File: src/rtl/rle_pkg.sv
`timescale 1ns/1ps
package rle_pkg;
  typedef enum logic {
    MODE_DATA = 1'b0,
    MODE_EXT  = 1'b1
  } rle_mode_e;
endpackage

File: src/rtl/rle_field_split.sv
`timescale 1ns/1ps
module rle_field_split #(
  parameter int SMP_W  = 34,
  localparam int WORD_W = SMP_W + 2
) (
  input  logic [WORD_W-1:0] word_i,
  output logic [SMP_W-1:0]  sample_o,
  output logic              twice_o,
  output logic              ext_next_o
);
  assign sample_o   = word_i[SMP_W-1:0];
  assign twice_o    = word_i[SMP_W];
  assign ext_next_o = word_i[SMP_W+1];
endmodule

File: src/rtl/rle_run_ctrl.sv
`timescale 1ns/1ps
module rle_run_ctrl
  import rle_pkg::*;
#(
  parameter int SMP_W  = 34,
  localparam int WORD_W = SMP_W + 2,
  localparam int RUN_W  = WORD_W + 4
) (
  input  logic              clk_i,
  input  logic              rst_ni,
  input  logic              clear_i,
  input  logic              word_take_i,
  input  logic [SMP_W-1:0]  sample_i,
  input  logic              twice_i,
  input  logic              ext_next_i,
  input  logic [WORD_W-1:0] ext_word_i,
  input  logic              smp_take_i,
  output logic              run_zero_o,
  output logic              in_ext_o,
  output logic [SMP_W-1:0]  sample_o
);
  localparam logic [RUN_W-1:0] RUN_ONE = RUN_W'(1);

  rle_mode_e        mode_q;
  logic [RUN_W-1:0] run_q;
  logic [SMP_W-1:0] sample_q;

  always_ff @(posedge clk_i or negedge rst_ni) begin
    if (!rst_ni) begin
      mode_q   <= MODE_DATA;
      run_q    <= '0;
      sample_q <= '0;
    end else if (clear_i) begin
      mode_q <= MODE_DATA;
      run_q  <= '0;
    end else if (word_take_i) begin
      if (mode_q == MODE_DATA) begin
        sample_q <= sample_i;
        run_q    <= RUN_W'(twice_i) + RUN_ONE;
        mode_q   <= ext_next_i ? MODE_EXT : MODE_DATA;
      end else begin
        run_q  <= run_q + RUN_W'({ext_word_i, 1'b0});
        mode_q <= MODE_DATA;
      end
    end else if (smp_take_i) begin
      run_q <= run_q - RUN_ONE;
    end
  end

  assign run_zero_o = (run_q == '0);
  assign in_ext_o   = (mode_q == MODE_EXT);
  assign sample_o   = sample_q;


  data_load_chk: assert property (@(posedge clk_i) disable iff (!rst_ni || clear_i)
    (word_take_i && !in_ext_o) |=>
      (run_q == RUN_W'($past(twice_i)) + RUN_ONE) && (sample_q == $past(sample_i)));


  ext_return_chk: assert property (@(posedge clk_i) disable iff (!rst_ni || clear_i)
    (word_take_i && in_ext_o) |=> !in_ext_o);


  no_overflow_chk: assert property (@(posedge clk_i) disable iff (!rst_ni || clear_i)
    (word_take_i && in_ext_o) |=> ((run_q >> 1) == RUN_W'($past(ext_word_i))) && !run_q[0]);


  drain_chk: assert property (@(posedge clk_i) disable iff (!rst_ni || clear_i)
    (smp_take_i && !word_take_i) |=> run_q == $past(run_q) - RUN_ONE);


  clear_state_chk: assert property (@(posedge clk_i) disable iff (!rst_ni)
    clear_i |=> (run_zero_o && !in_ext_o));
endmodule

File: src/rtl/rle_limit.sv
`timescale 1ns/1ps
module rle_limit #(
  parameter int CNT_W = 32
) (
  input  logic             clk_i,
  input  logic             rst_ni,
  input  logic             clear_i,
  input  logic             smp_take_i,
  input  logic [CNT_W-1:0] limit_i,
  output logic             done_o
);
  logic [CNT_W-1:0] cnt_q;

  always_ff @(posedge clk_i or negedge rst_ni) begin
    if (!rst_ni)         cnt_q <= '0;
    else if (clear_i)    cnt_q <= '0;
    else if (smp_take_i) cnt_q <= cnt_q + CNT_W'(1);
  end

  assign done_o = (cnt_q >= limit_i);


  cnt_le_limit_chk: assert property (@(posedge clk_i) disable iff (!rst_ni || clear_i)
    cnt_q <= limit_i);
endmodule

File: src/rtl/rle_expander.sv
`timescale 1ns/1ps
module rle_expander #(
  parameter int SMP_W  = 34,
  parameter int CNT_W  = 32,
  localparam int WORD_W = SMP_W + 2
) (
  input  logic              clk_i,
  input  logic              rst_ni,
  input  logic              clear_i,
  input  logic [CNT_W-1:0]  limit_i,
  input  logic              word_valid_i,
  input  logic [WORD_W-1:0] word_i,
  output logic              word_ready_o,
  output logic              smp_valid_o,
  output logic [SMP_W-1:0]  smp_o,
  input  logic              smp_ready_i,
  output logic              done_o
);
  logic [SMP_W-1:0] f_sample;
  logic             f_twice, f_ext_next;
  logic             run_zero, in_ext, done;
  logic             word_take, smp_take;

  rle_field_split #(.SMP_W(SMP_W)) u_split (
    .word_i     (word_i),
    .sample_o   (f_sample),
    .twice_o    (f_twice),
    .ext_next_o (f_ext_next)
  );

  assign word_ready_o = run_zero && !done;
  assign smp_valid_o  = !run_zero && !done;
  assign word_take    = word_valid_i && word_ready_o && !clear_i;
  assign smp_take     = smp_valid_o && smp_ready_i && !clear_i;
  assign done_o       = done;

  rle_run_ctrl #(.SMP_W(SMP_W)) u_run (
    .clk_i       (clk_i),
    .rst_ni      (rst_ni),
    .clear_i     (clear_i),
    .word_take_i (word_take),
    .sample_i    (f_sample),
    .twice_i     (f_twice),
    .ext_next_i  (f_ext_next),
    .ext_word_i  (word_i),
    .smp_take_i  (smp_take),
    .run_zero_o  (run_zero),
    .in_ext_o    (in_ext),
    .sample_o    (smp_o)
  );

  rle_limit #(.CNT_W(CNT_W)) u_limit (
    .clk_i      (clk_i),
    .rst_ni     (rst_ni),
    .clear_i    (clear_i),
    .smp_take_i (smp_take),
    .limit_i    (limit_i),
    .done_o     (done)
  );


  hold_chk: assert property (@(posedge clk_i) disable iff (!rst_ni || clear_i)
    (smp_valid_o && !smp_ready_i) |=> (smp_valid_o && $stable(smp_o)));


  reset_ext_chk: assert property (@(posedge clk_i) disable iff (!rst_ni)
    $rose(rst_ni) |-> !in_ext);
endmodule

File: config.mk
export PLATFORM = sky130hd
export DESIGN_NAME = rle_expander
export DESIGN_NICKNAME = d
export VERILOG_FILES = /design/src/rtl/rle_pkg.sv /design/src/rtl/rle_field_split.sv /design/src/rtl/rle_run_ctrl.sv /design/src/rtl/rle_limit.sv /design/src/rtl/rle_expander.sv
export SDC_FILE = /design/constraint.sdc
export NUM_CORES = 1
export LEC_CHECK = 0
export ABC_AREA = 1
export BUFFER_PORTS_ARGS = -buffer_cell sky130_fd_sc_hd__buf_4
export CORE_AREA = 4 4 189 228
export CTS_CLUSTER_DIAMETER = 150
export DETAILED_ROUTE_END_ITERATION = 10
export DIE_AREA = 0 0 193 232
export GPL_ROUTABILITY_DRIVEN = 0
export PLACE_DENSITY = 0.48
export SLEW_MARGIN = 20
export SYNTH_ARGS = -nofsm -noshare
export SYNTH_HDL_FRONTEND = slang
export SYNTH_SLANG_ARGS = --single-unit
File: constraint.sdc
create_clock -name clk_i -period 5.8 [get_ports clk_i]
set_input_delay 0.29 -clock clk_i [delete_from_list [all_inputs] [get_ports clk_i]]
set_output_delay 0.29 -clock clk_i [all_outputs]
set_load 0.05 [all_outputs]
==> impl_metrics.tcl, run 1 <==
set metrics [dict create \
    drtPass1Iterations 5 \
    clk_pin_slew_ns 0.09 \
    start_kind "register" \
    vias 10281 \
    clock_latency_ns 0.39 \
    clk_path_buf_depth 2 \
    die_area_um2 44800 \
    fmax_mhz 275 \
    ys_seq_area_share_pct 27.5 \
    crit_type "register to register" \
    worst_pin_slew_ns 1.07 \
    arrival_ns 3.87 \
    postSynth.asyncResetShare_pct 100 \
    routedWlPerCell_um 17.2 \
    cts_buffers 9 \
    die_h_um 232 \
    p_leak_nw 5.90 \
    min-delay-path-class "input port to async pin" \
    track_usage_pct 16.5 \
    insertedDiodeCount 0 \
    cts_hold_buffers 0 \
    critPathMaxFanout 23 \
    hold_viol 19 \
    switchingPower_mw 2.36 \
    grt_pass1_wl_um 57000 \
    slew_violations 0 \
    rsz0062_at_grt "false" \
    design_area_um2 11400 \
    row_count 81 \
    setup_viol 0 \
    fin_tns_setup_ns 0 \
    swShare_pct 52.9 \
    peakVddDrop_v 0.000155 \
    dpl.hpwl_um 29200 \
    min_period_ns 3.64 \
    holdWs_ns -0.0418 \
    htreeDepth 3 \
    vias_per_cell 4.76 \
    synth_edf_count 0 \
    layout_commonest_cell "nand2_1" \
    finalCritPeriodShare_pct 62.7 \
    port_buffers 109 \
    fin_util_pct 28.1 \
    nets 1760 \
    place_ws_ns 2.10 \
    clkPwrFrac_pct 16.0 \
    synth-seq-cells 107 \
    ant_nets 0 \
    wl_um 37000 \
    cp_data_required_time_ns 6.03 \
    start_util_pct 24.0 \
    status "complete, but fails checks" \
    finClkSkew_ns 0.0211 \
    relSlewSlack_pct 28.2 \
    grt_pass1_vias 10082 \
    cts_setup_buffers 0 \
    power.internal_mw 2.10 \
    drt-initial-drc-count 799 \
    synth_warnings 0 \
    syn_to_final_growth_pct 17.1 \
    violations "negative hold slack" \
    syn-num-nets 1670 \
    final_cell_mix "505 x nand2_1, 160 x inv_1, 151 x nor2_1, 150 x nand3_1, 115 x buf_4" \
    synth.avg_cell_area_um2 6.39 \
    cp-end-kind "register" \
    netlist_area_um2 9750 \
    ctsResizeCount 0 \
    pwr-share-comb_pct 59.1 \
    grt_max_degree 55 \
    placed_area_um2 11100 \
    synthCells 1525 \
    core_um2 40600 \
    grt.overflow.total 0 \
    cts_tree "built" \
    drc_errors 0 \
    cts.sinks 107 \
    seqPwrFrac_pct 24.9 \
    ioPinCount 110 \
    root_buffer "clkbuf_16" \
    final_layout_size_suffix_gt1_share_pct 10.1 \
    synth_cell_types 41 \
    antenna_found_initial 0 \
    drv_cap 0 \
    synth_flop_cell "dfrtp_1" \
    fp.dieW_um 193 \
    power_density_nw_per_um2 392 \
    worst_slack_ns 2.16 \
]
## critical path, cell delays in order, from the launching register on
cell	delay, ns
dfrtp_1	0.43
inv_1	0.14
ha_1	0.25
nand4_1	0.12
nor2_1	0.05
nor2_1	0.08
nand2_1	0.08
nand2_1	0.06
nand2_1	0.06
nand2_1	0.18
nand4_2	0.66
nand2_1	0.77
inv_1	0.38
nand2_1	0.14
o31ai_1	0.07
## final cells by class
cell class | count | area, um2
Clock inverter | 6 | 91.3
Inverter | 168 | 631
Timing Repair Buffer | 115 | 863
Sequential cell | 107 | 2680
Clock buffer | 10 | 239
Tap cell | 539 | 674
Multi-Input combinational cell | 1214 | 6230
Fill cell | 4573 | 29200
## logic make-up after synthesis
| family | after synthesis | share of synthesized area, % |
|---|---|---|
| flops | 107 | 27.5 |
| fa+ha+maj | 72 | 9.32 |
| compound gates | 171 | 9.45 |
| buf+inv | 204 | 8.58 |
| simple gates | 916 | 40.2 |
| xor+xnor | 55 | 4.94 |
## synth_stat cells (all sizes together) (4+ instances only)
| cell | instances | area share [%] |
|---|---|---|
| nand4 | 32 | 2.3 |
| nor3 | 34 | 1.7 |
| nand3 | 151 | 7.8 |
| clkbuf | 10 | 0.39 |
| a21oi | 75 | 4.0 |
| o31ai | 9 | 0.69 |
| xor2 | 32 | 2.9 |
| xnor2 | 23 | 2.1 |
| nor2 | 169 | 7.2 |
| o21ai | 73 | 3.7 |
| ha | 71 | 9.1 |
| buf | 26 | 1.7 |
| o21a | 4 | 0.31 |
| inv | 167 | 6.4 |
| nand2 | 507 | 20 |
| o21bai | 4 | 0.31 |
| nor4 | 15 | 0.96 |
| dfrtp | 107 | 27 |
## metrics by stage
stage | total power [mW] | instances
finish | 4.47 | 2159
floorplan | 2.97 | 1525
CTS | 4.50 | 2159
detailed placement | 3.76 | 2143
global placement | 3.76 | 2143
global route | 4.84 | 2159
## power groups by stage
stage               Combinational [mW]  Clock, mW  Sequential (mW)
floorplan                         1.61          0             1.35
global placement                  2.63          0             1.12
detailed placement                2.64          0             1.12
CTS                               2.65      0.740             1.11
global route                      2.94      0.765             1.14
finish                            2.64      0.715             1.11
## registers in the layout (all words and copies together), names as in the netlist
register	count
u_run.run_q	40
u_run.sample_o	34
u_limit.cnt_q	32
u_run.in_ext_o	1
## routing by layer
metal	wire [um]	vias to the layer above	global-route usage [%]
met2	17700	285	27.8
li1	-	5138	-
met4	1140	0	5.78
met1	16400	4805	21.7
met3	1870	53	2.12
met5	0	-	0
## final timing paths
kind / end / from / cells after the start / slack [ns]
worst max-delay path: u_limit.cnt_q[31] / u_limit.cnt_q[0] / 14 / 2.16
worst min-delay path: u_limit.cnt_q[8] / rst_ni / 1 / -0.04
worst max register to register: u_limit.cnt_q[31] / u_limit.cnt_q[0] / 14 / 2.16
worst min register to register: u_run.sample_o[23] / u_run.sample_o[23] / 2 / 0.48
max in group asynchronous: u_run.run_q[32] / rst_ni / 2 / 4.51
min in group clk_i: u_run.sample_o[2] / word_i[2] / 3 / 0.15
Power figures use the tool's default switching activity.
==> inputs of run 2 (changes only) <==
==> constraint.sdc (replaced) <==
create_clock -name clk_i -period 3.45 [get_ports clk_i]
set_input_delay 0.1725 -clock clk_i [delete_from_list [all_inputs] [get_ports clk_i]]
set_output_delay 0.1725 -clock clk_i [all_outputs]
set_load 0.05 [all_outputs]
==> run 2 against run 1 <==
Against the previous run: the flow now finishes without violations; sequential share of layout area shrank 0.25 points; via count grew 1.1%; maximum frequency grew 22%; final area rose by 1.1%; non-clock buffer count is 16 higher; sequential power increased by 66%; register-to-register slack worse by 1.7 ns; clock skew barely moved; flip-flop and latch count did not move; first-iteration DRC count up 3.6%; combinational power increased by 74%; critical endpoint is now u_run.run_q[25]; largest cell class unchanged.
==> impl_metrics.tcl, run 2 (synthesis gave the netlist of run 1 again) <==
set metrics [dict create \
    status "complete, no violations" \
    cp_cell_sequence "ha_1 > a21oi_1 > nand2_1 > nand2_1 > nand2_1 > nand2_1 > nand2_1 > nand2_1 > nand4_4 > nor2_4 > buf_4 > o21ai_0 > nand3_1 > nand2_1" \
    ant_nets 0 \
    clkPwrFrac_pct 14.9 \
    crit_path_max_incr_delay_ns 0.57 \
    worst_pin_slew_ns 0.704 \
    seqPwrFrac_pct 24.4 \
    drtPass1Iterations 5 \
    crit_family "simple AND/OR/NAND/NOR gates" \
    clock_latency_ns 0.39 \
    holdWs_ns 0.0409 \
    cts.sinks 107 \
    final_cell_mix "505 x nand2_1, 160 x inv_1, 151 x nor2_1, 150 x nand3_1, 127 x buf_4" \
    nets 1776 \
    clk_path_buf_depth 2 \
    min_period_ns 2.99 \
    dpl.hpwl_um 29900 \
    vias_per_cell 4.78 \
    htreeDepth 3 \
    insertedDiodeCount 0 \
    switchingPower_mw 4.05 \
    routedWlPerCell_um 17.4 \
    grt_max_degree 58 \
    cp-end-kind "register" \
    antenna_found_initial 0 \
    wl_um 37900 \
    grt.overflow.total 0 \
    crit_type "register to register" \
    hold_path_depth 3 \
    drc_errors 0 \
    row_count 81 \
    cp_data_required_time_ns 3.72 \
    hold_viol 0 \
    critPathMaxFanout 57 \
    slew_violations 0 \
    fp.dieW_um 193 \
    clk_pin_slew_ns 0.08 \
    fin_util_pct 28.4 \
    vias 10394 \
    core_um2 40600 \
    min-delay-path-class "input port to register" \
    start_util_pct 24.0 \
    ioPinCount 110 \
    critPathBufInv 1 \
    rsz0062_at_grt "false" \
    finClkSkew_ns 0.0208 \
    track_usage_pct 16.7 \
    swShare_pct 53.5 \
    final_layout_size_suffix_gt1_share_pct 10.9 \
    layout_commonest_cell "nand2_1" \
    grt_pass1_vias 10016 \
    pwr-share-comb_pct 60.7 \
    power_density_nw_per_um2 656 \
    port_buffers 109 \
    ctsResizeCount 0 \
    peakVddDrop_v 0.000301 \
    relSlewSlack_pct 52.6 \
    dpl.cell_count 2158 \
    largest_register_ff_count 40 \
    reg2reg_depth 14 \
    power.internal_mw 3.52 \
    largest-register "u_run.run_q" \
    syn_to_final_growth_pct 18.3 \
    setup_viol 0 \
    cts_hold_buffers 1 \
    start_kind "register" \
    grt_pass1_wl_um 57800 \
    fin_tns_setup_ns 0 \
    cts_buffers 9 \
    arrival_ns 3.26 \
    worst_path_most_repeated_cell "nand2_1" \
    drt-initial-drc-count 828 \
    final_cells 2175 \
    fmax_mhz 335 \
    die_h_um 232 \
    p_leak_nw 5.97 \
    cp.depth 14 \
    critPathSlowestCell "buf_4" \
    drv_cap 0 \
    finalCritPeriodShare_pct 86.6 \
    cts_setup_buffers 0 \
    root_buffer "clkbuf_16" \
    die_area_um2 44800 \
    cts_tree "built" \
]
## run 2: per-stage QoR
stage	worst slack (ns)	area [um2]	total power, mW
final	0.463	11500	7.56
after global routing	0.212	11500	8.14
after CTS	0.443	11500	7.62
after detailed placement	0.470	11200	6.45
after global placement	0.596	11200	6.44
after floorplan	0.485	9750	4.99
## run 2: layout make-up
| class | instances | area (um2) |
|---|---|---|
| Clock buffer | 11 | 243 |
| Clock inverter | 5 | 52.6 |
| Fill cell | 4545 | 29100 |
| Inverter | 168 | 631 |
| Multi-Input combinational cell | 1214 | 6230 |
| Sequential cell | 107 | 2680 |
| Tap cell | 539 | 674 |
| Timing Repair Buffer | 131 | 1020 |
## run 2: worst reg2reg max path, delay by kind of cell (launching register included)
kind                       cells  cell delay (ns)
buffers and inverters          1             0.57
AOI/OAI and AO/OA              2             0.42
and+or+nand+nor               10             1.09
DFF                            1             0.46
adders and majority gates      1             0.34
## run 2: path summary, 6_finish.rpt
path / start / to / slack (ns)
max: u_limit.cnt_q[3] / u_run.run_q[25] / 0.46
min: word_i[30] / u_run.sample_o[30] / 0.04
max reg2reg: u_limit.cnt_q[3] / u_run.run_q[25] / 0.46
min reg2reg: u_run.sample_o[32] / u_run.sample_o[32] / 0.48
max in group asynchronous: rst_ni / u_run.run_q[1] / 2.30
min in group asynchronous: rst_ni / u_limit.cnt_q[27] / 0.36
## run 2: power groups by stage
stage	combinational [mW]	sequential, mW	clock (mW)
final	4.59	1.84	1.13
after global routing	5.05	1.89	1.20
after CTS	4.61	1.84	1.17
after detailed placement	4.59	1.86	0
after global placement	4.58	1.86	0
after floorplan	2.71	2.27	0
## run 2: per-layer routing
| metal | GRT usage (%) | part of all wire (%) | vias up | wire length (um) |
|---|---|---|---|---|
| met5 | 0 | 0 | - | 0 |
| met4 | 4.23 | 2.2 | 0 | 823 |
| met3 | 2.06 | 4.8 | 43 | 1830 |
| met2 | 29.4 | 49 | 294 | 18500 |
| met1 | 21.7 | 44 | 4866 | 16700 |
| li1 | - | - | 5191 | - |
==> inputs of run 3 (changes only) <==
--- a/config.mk
+++ b/config.mk
@@ -12,6 +12,7 @@
 export DETAILED_ROUTE_END_ITERATION = 10
 export DIE_AREA = 0 0 193 232
 export GPL_ROUTABILITY_DRIVEN = 0
+export GPL_TIMING_DRIVEN = 0
 export PLACE_DENSITY = 0.48
 export SLEW_MARGIN = 20
 export SYNTH_ARGS = -nofsm -noshare
==> run 3 against run 2 <==
Against the previous run: register-to-register slack gained 0.08 ns; wire length shrank 0.32%; global-route usage is essentially flat; clock skew shrank 0.0032 ns.
==> impl_metrics.tcl, run 3 (synthesis gave the netlist of run 1 again) <==
set metrics [dict create \
    drc_errors 0 \
    rsz0062_at_grt "false" \
    vias 10371 \
    track_usage_pct 16.7 \
    hold_viol 0 \
    busiest_layer "met2" \
    root_buffer "clkbuf_16" \
    critPathSlowestCell "dfrtp_1" \
    fp.dieW_um 193 \
    core_um2 40600 \
    cts_tree "built" \
    critPathBufInv 1 \
    port_buffers 108 \
    crit_path_max_incr_delay_ns 0.47 \
    antenna_found_initial 0 \
    worst_path_most_repeated_cell "nand2_1" \
    fmax_mhz 343 \
    row_count 81 \
    layout_commonest_cell "nand2_1" \
    power_density_nw_per_um2 645 \
    grt.overflow.total 0 \
    total_power_mw 7.45 \
    fin_tns_setup_ns 0 \
    clk_pin_slew_ns 0.09 \
    peakVddDrop_v 0.000322 \
    final_cell_mix "505 x nand2_1, 160 x inv_1, 151 x nor2_1, 150 x nand3_1, 113 x buf_4" \
    dpl.hpwl_um 31200 \
    met2_usage_pct 29.0 \
    wl_um 37800 \
    vias_per_cell 4.74 \
    cp_data_required_time_ns 3.28 \
    routedWlPerCell_um 17.3 \
    p_leak_nw 5.98 \
    min-delay-path-class "input port to register" \
    crit_type "register to output pin" \
    critPathMaxFanout 6 \
    insertedDiodeCount 0 \
    nets 1791 \
    relSlewSlack_pct 40.1 \
    die_area_um2 44800 \
    grt_pass1_vias 10235 \
    worst_pin_slew_ns 0.898 \
    clock_latency_ns 0.37 \
    grt_use_met1_pct 21.3 \
    largest_register_ff_count 40 \
    largest-register "u_run.run_q" \
    drt-initial-drc-count 766 \
    syn_to_final_growth_pct 18.5 \
    use_met3_pct 1.80 \
    cts_buffers 9 \
    arrival_ns 2.74 \
    die_h_um 232 \
    finalCritPeriodShare_pct 84.5 \
    crit_family "simple AND/OR/NAND/NOR gates" \
    htreeDepth 3 \
    clk_path_buf_depth 2 \
    grt_max_degree 65 \
    cp_cell_sequence "ha_1 > a21oi_1 > nand2_1 > nand2_1 > nand2_1 > nand2_1 > nand2_1 > nand2_1 > nand2_1 > nor3_1 > buf_4" \
    final_layout_size_suffix_gt1_share_pct 10.9 \
    setup_viol 0 \
    status "complete, no violations" \
    drv_cap 0 \
    cts.sinks 107 \
    min_period_ns 2.92 \
    finClkSkew_ns 0.0176 \
    start_util_pct 24.0 \
    grt_pass1_wl_um 57500 \
    cp-end-kind "output pin" \
    slew_violations 0 \
    start_kind "register" \
    drtPass1Iterations 5 \
    ioPinCount 110 \
    ant_nets 0 \
]
-- run 3: path summary, 6_finish.rpt --
check,startpoint,endpoint,slack [ns],depth (start not counted)
worst max-delay path,u_limit.cnt_q[3],word_ready_o,0.53,11
worst min-delay path,word_i[8],u_run.sample_o[8],0.04,3
worst max register to register,u_run.run_q[1],u_run.run_q[23],0.54,15
worst min register to register,u_run.sample_o[3],u_run.sample_o[3],0.48,2
max in group asynchronous,rst_ni,u_run.run_q[32],2.44,3
min in group asynchronous,rst_ni,u_limit.cnt_q[5],0.31,2
-- run 3: timing repair --
item,CTS,global route
setup buffers,0,0
hold buffers,1,0
endpoints found under the hold margin,43,0
resized for setup,0,0
-- run 3: layer usage --
layer	vias to the layer above	part of all wire (%)
met5	-	0
met4	0	3.9
met3	75	4.3
met2	293	48
met1	4797	44
li1	5206	-
-- run 3: through the flow --
| step | util [%] | instances | worst slack [ns] | hold slack, ns | cell area (um2) |
|---|---|---|---|---|---|
| after global routing | 28.4 | 2189 | 0.277 | 0.0357 | 11500 |
| after global placement | 27.6 | 2172 | 0.585 | 0.426 | 11200 |
| final | 28.4 | 2189 | 0.534 | 0.0449 | 11500 |
| after detailed placement | 27.7 | 2173 | 0.580 | 0.142 | 11300 |
| after floorplan | - | 1525 | 0.485 | -0.123 | 9750 |
| after CTS | 28.4 | 2189 | 0.512 | 0.0356 | 11500 |
-- run 3: tightest hold or removal path: cells and delay by family --
kind                   cells  cell delay (ns)
buffers and inverters      1             0.09
AND/OR/NAND/NOR            2             0.13
-- run 3: final cells by class --
| type | count | area (um2) |
|---|---|---|
| Buffer | 36 | 205 |
| Clock buffer | 10 | 229 |
| Clock inverter | 5 | 47.5 |
| Fill cell | 4589 | 29100 |
| Inverter | 168 | 631 |
| Multi-Input combinational cell | 1214 | 6230 |
| Sequential cell | 107 | 2680 |
| Tap cell | 539 | 674 |
| Timing Repair Buffer | 110 | 852 |
-- run 3: where the power goes --
| group | internal (mW) | leakage, nW | total (mW) | switching [mW] |
|---|---|---|---|---|
| registers | 1.53 | 1.45 | 1.87 | 0.347 |
| clock network | 0.501 | 0.133 | 1.05 | 0.544 |
| logic | 1.45 | 4.39 | 4.53 | 3.08 |
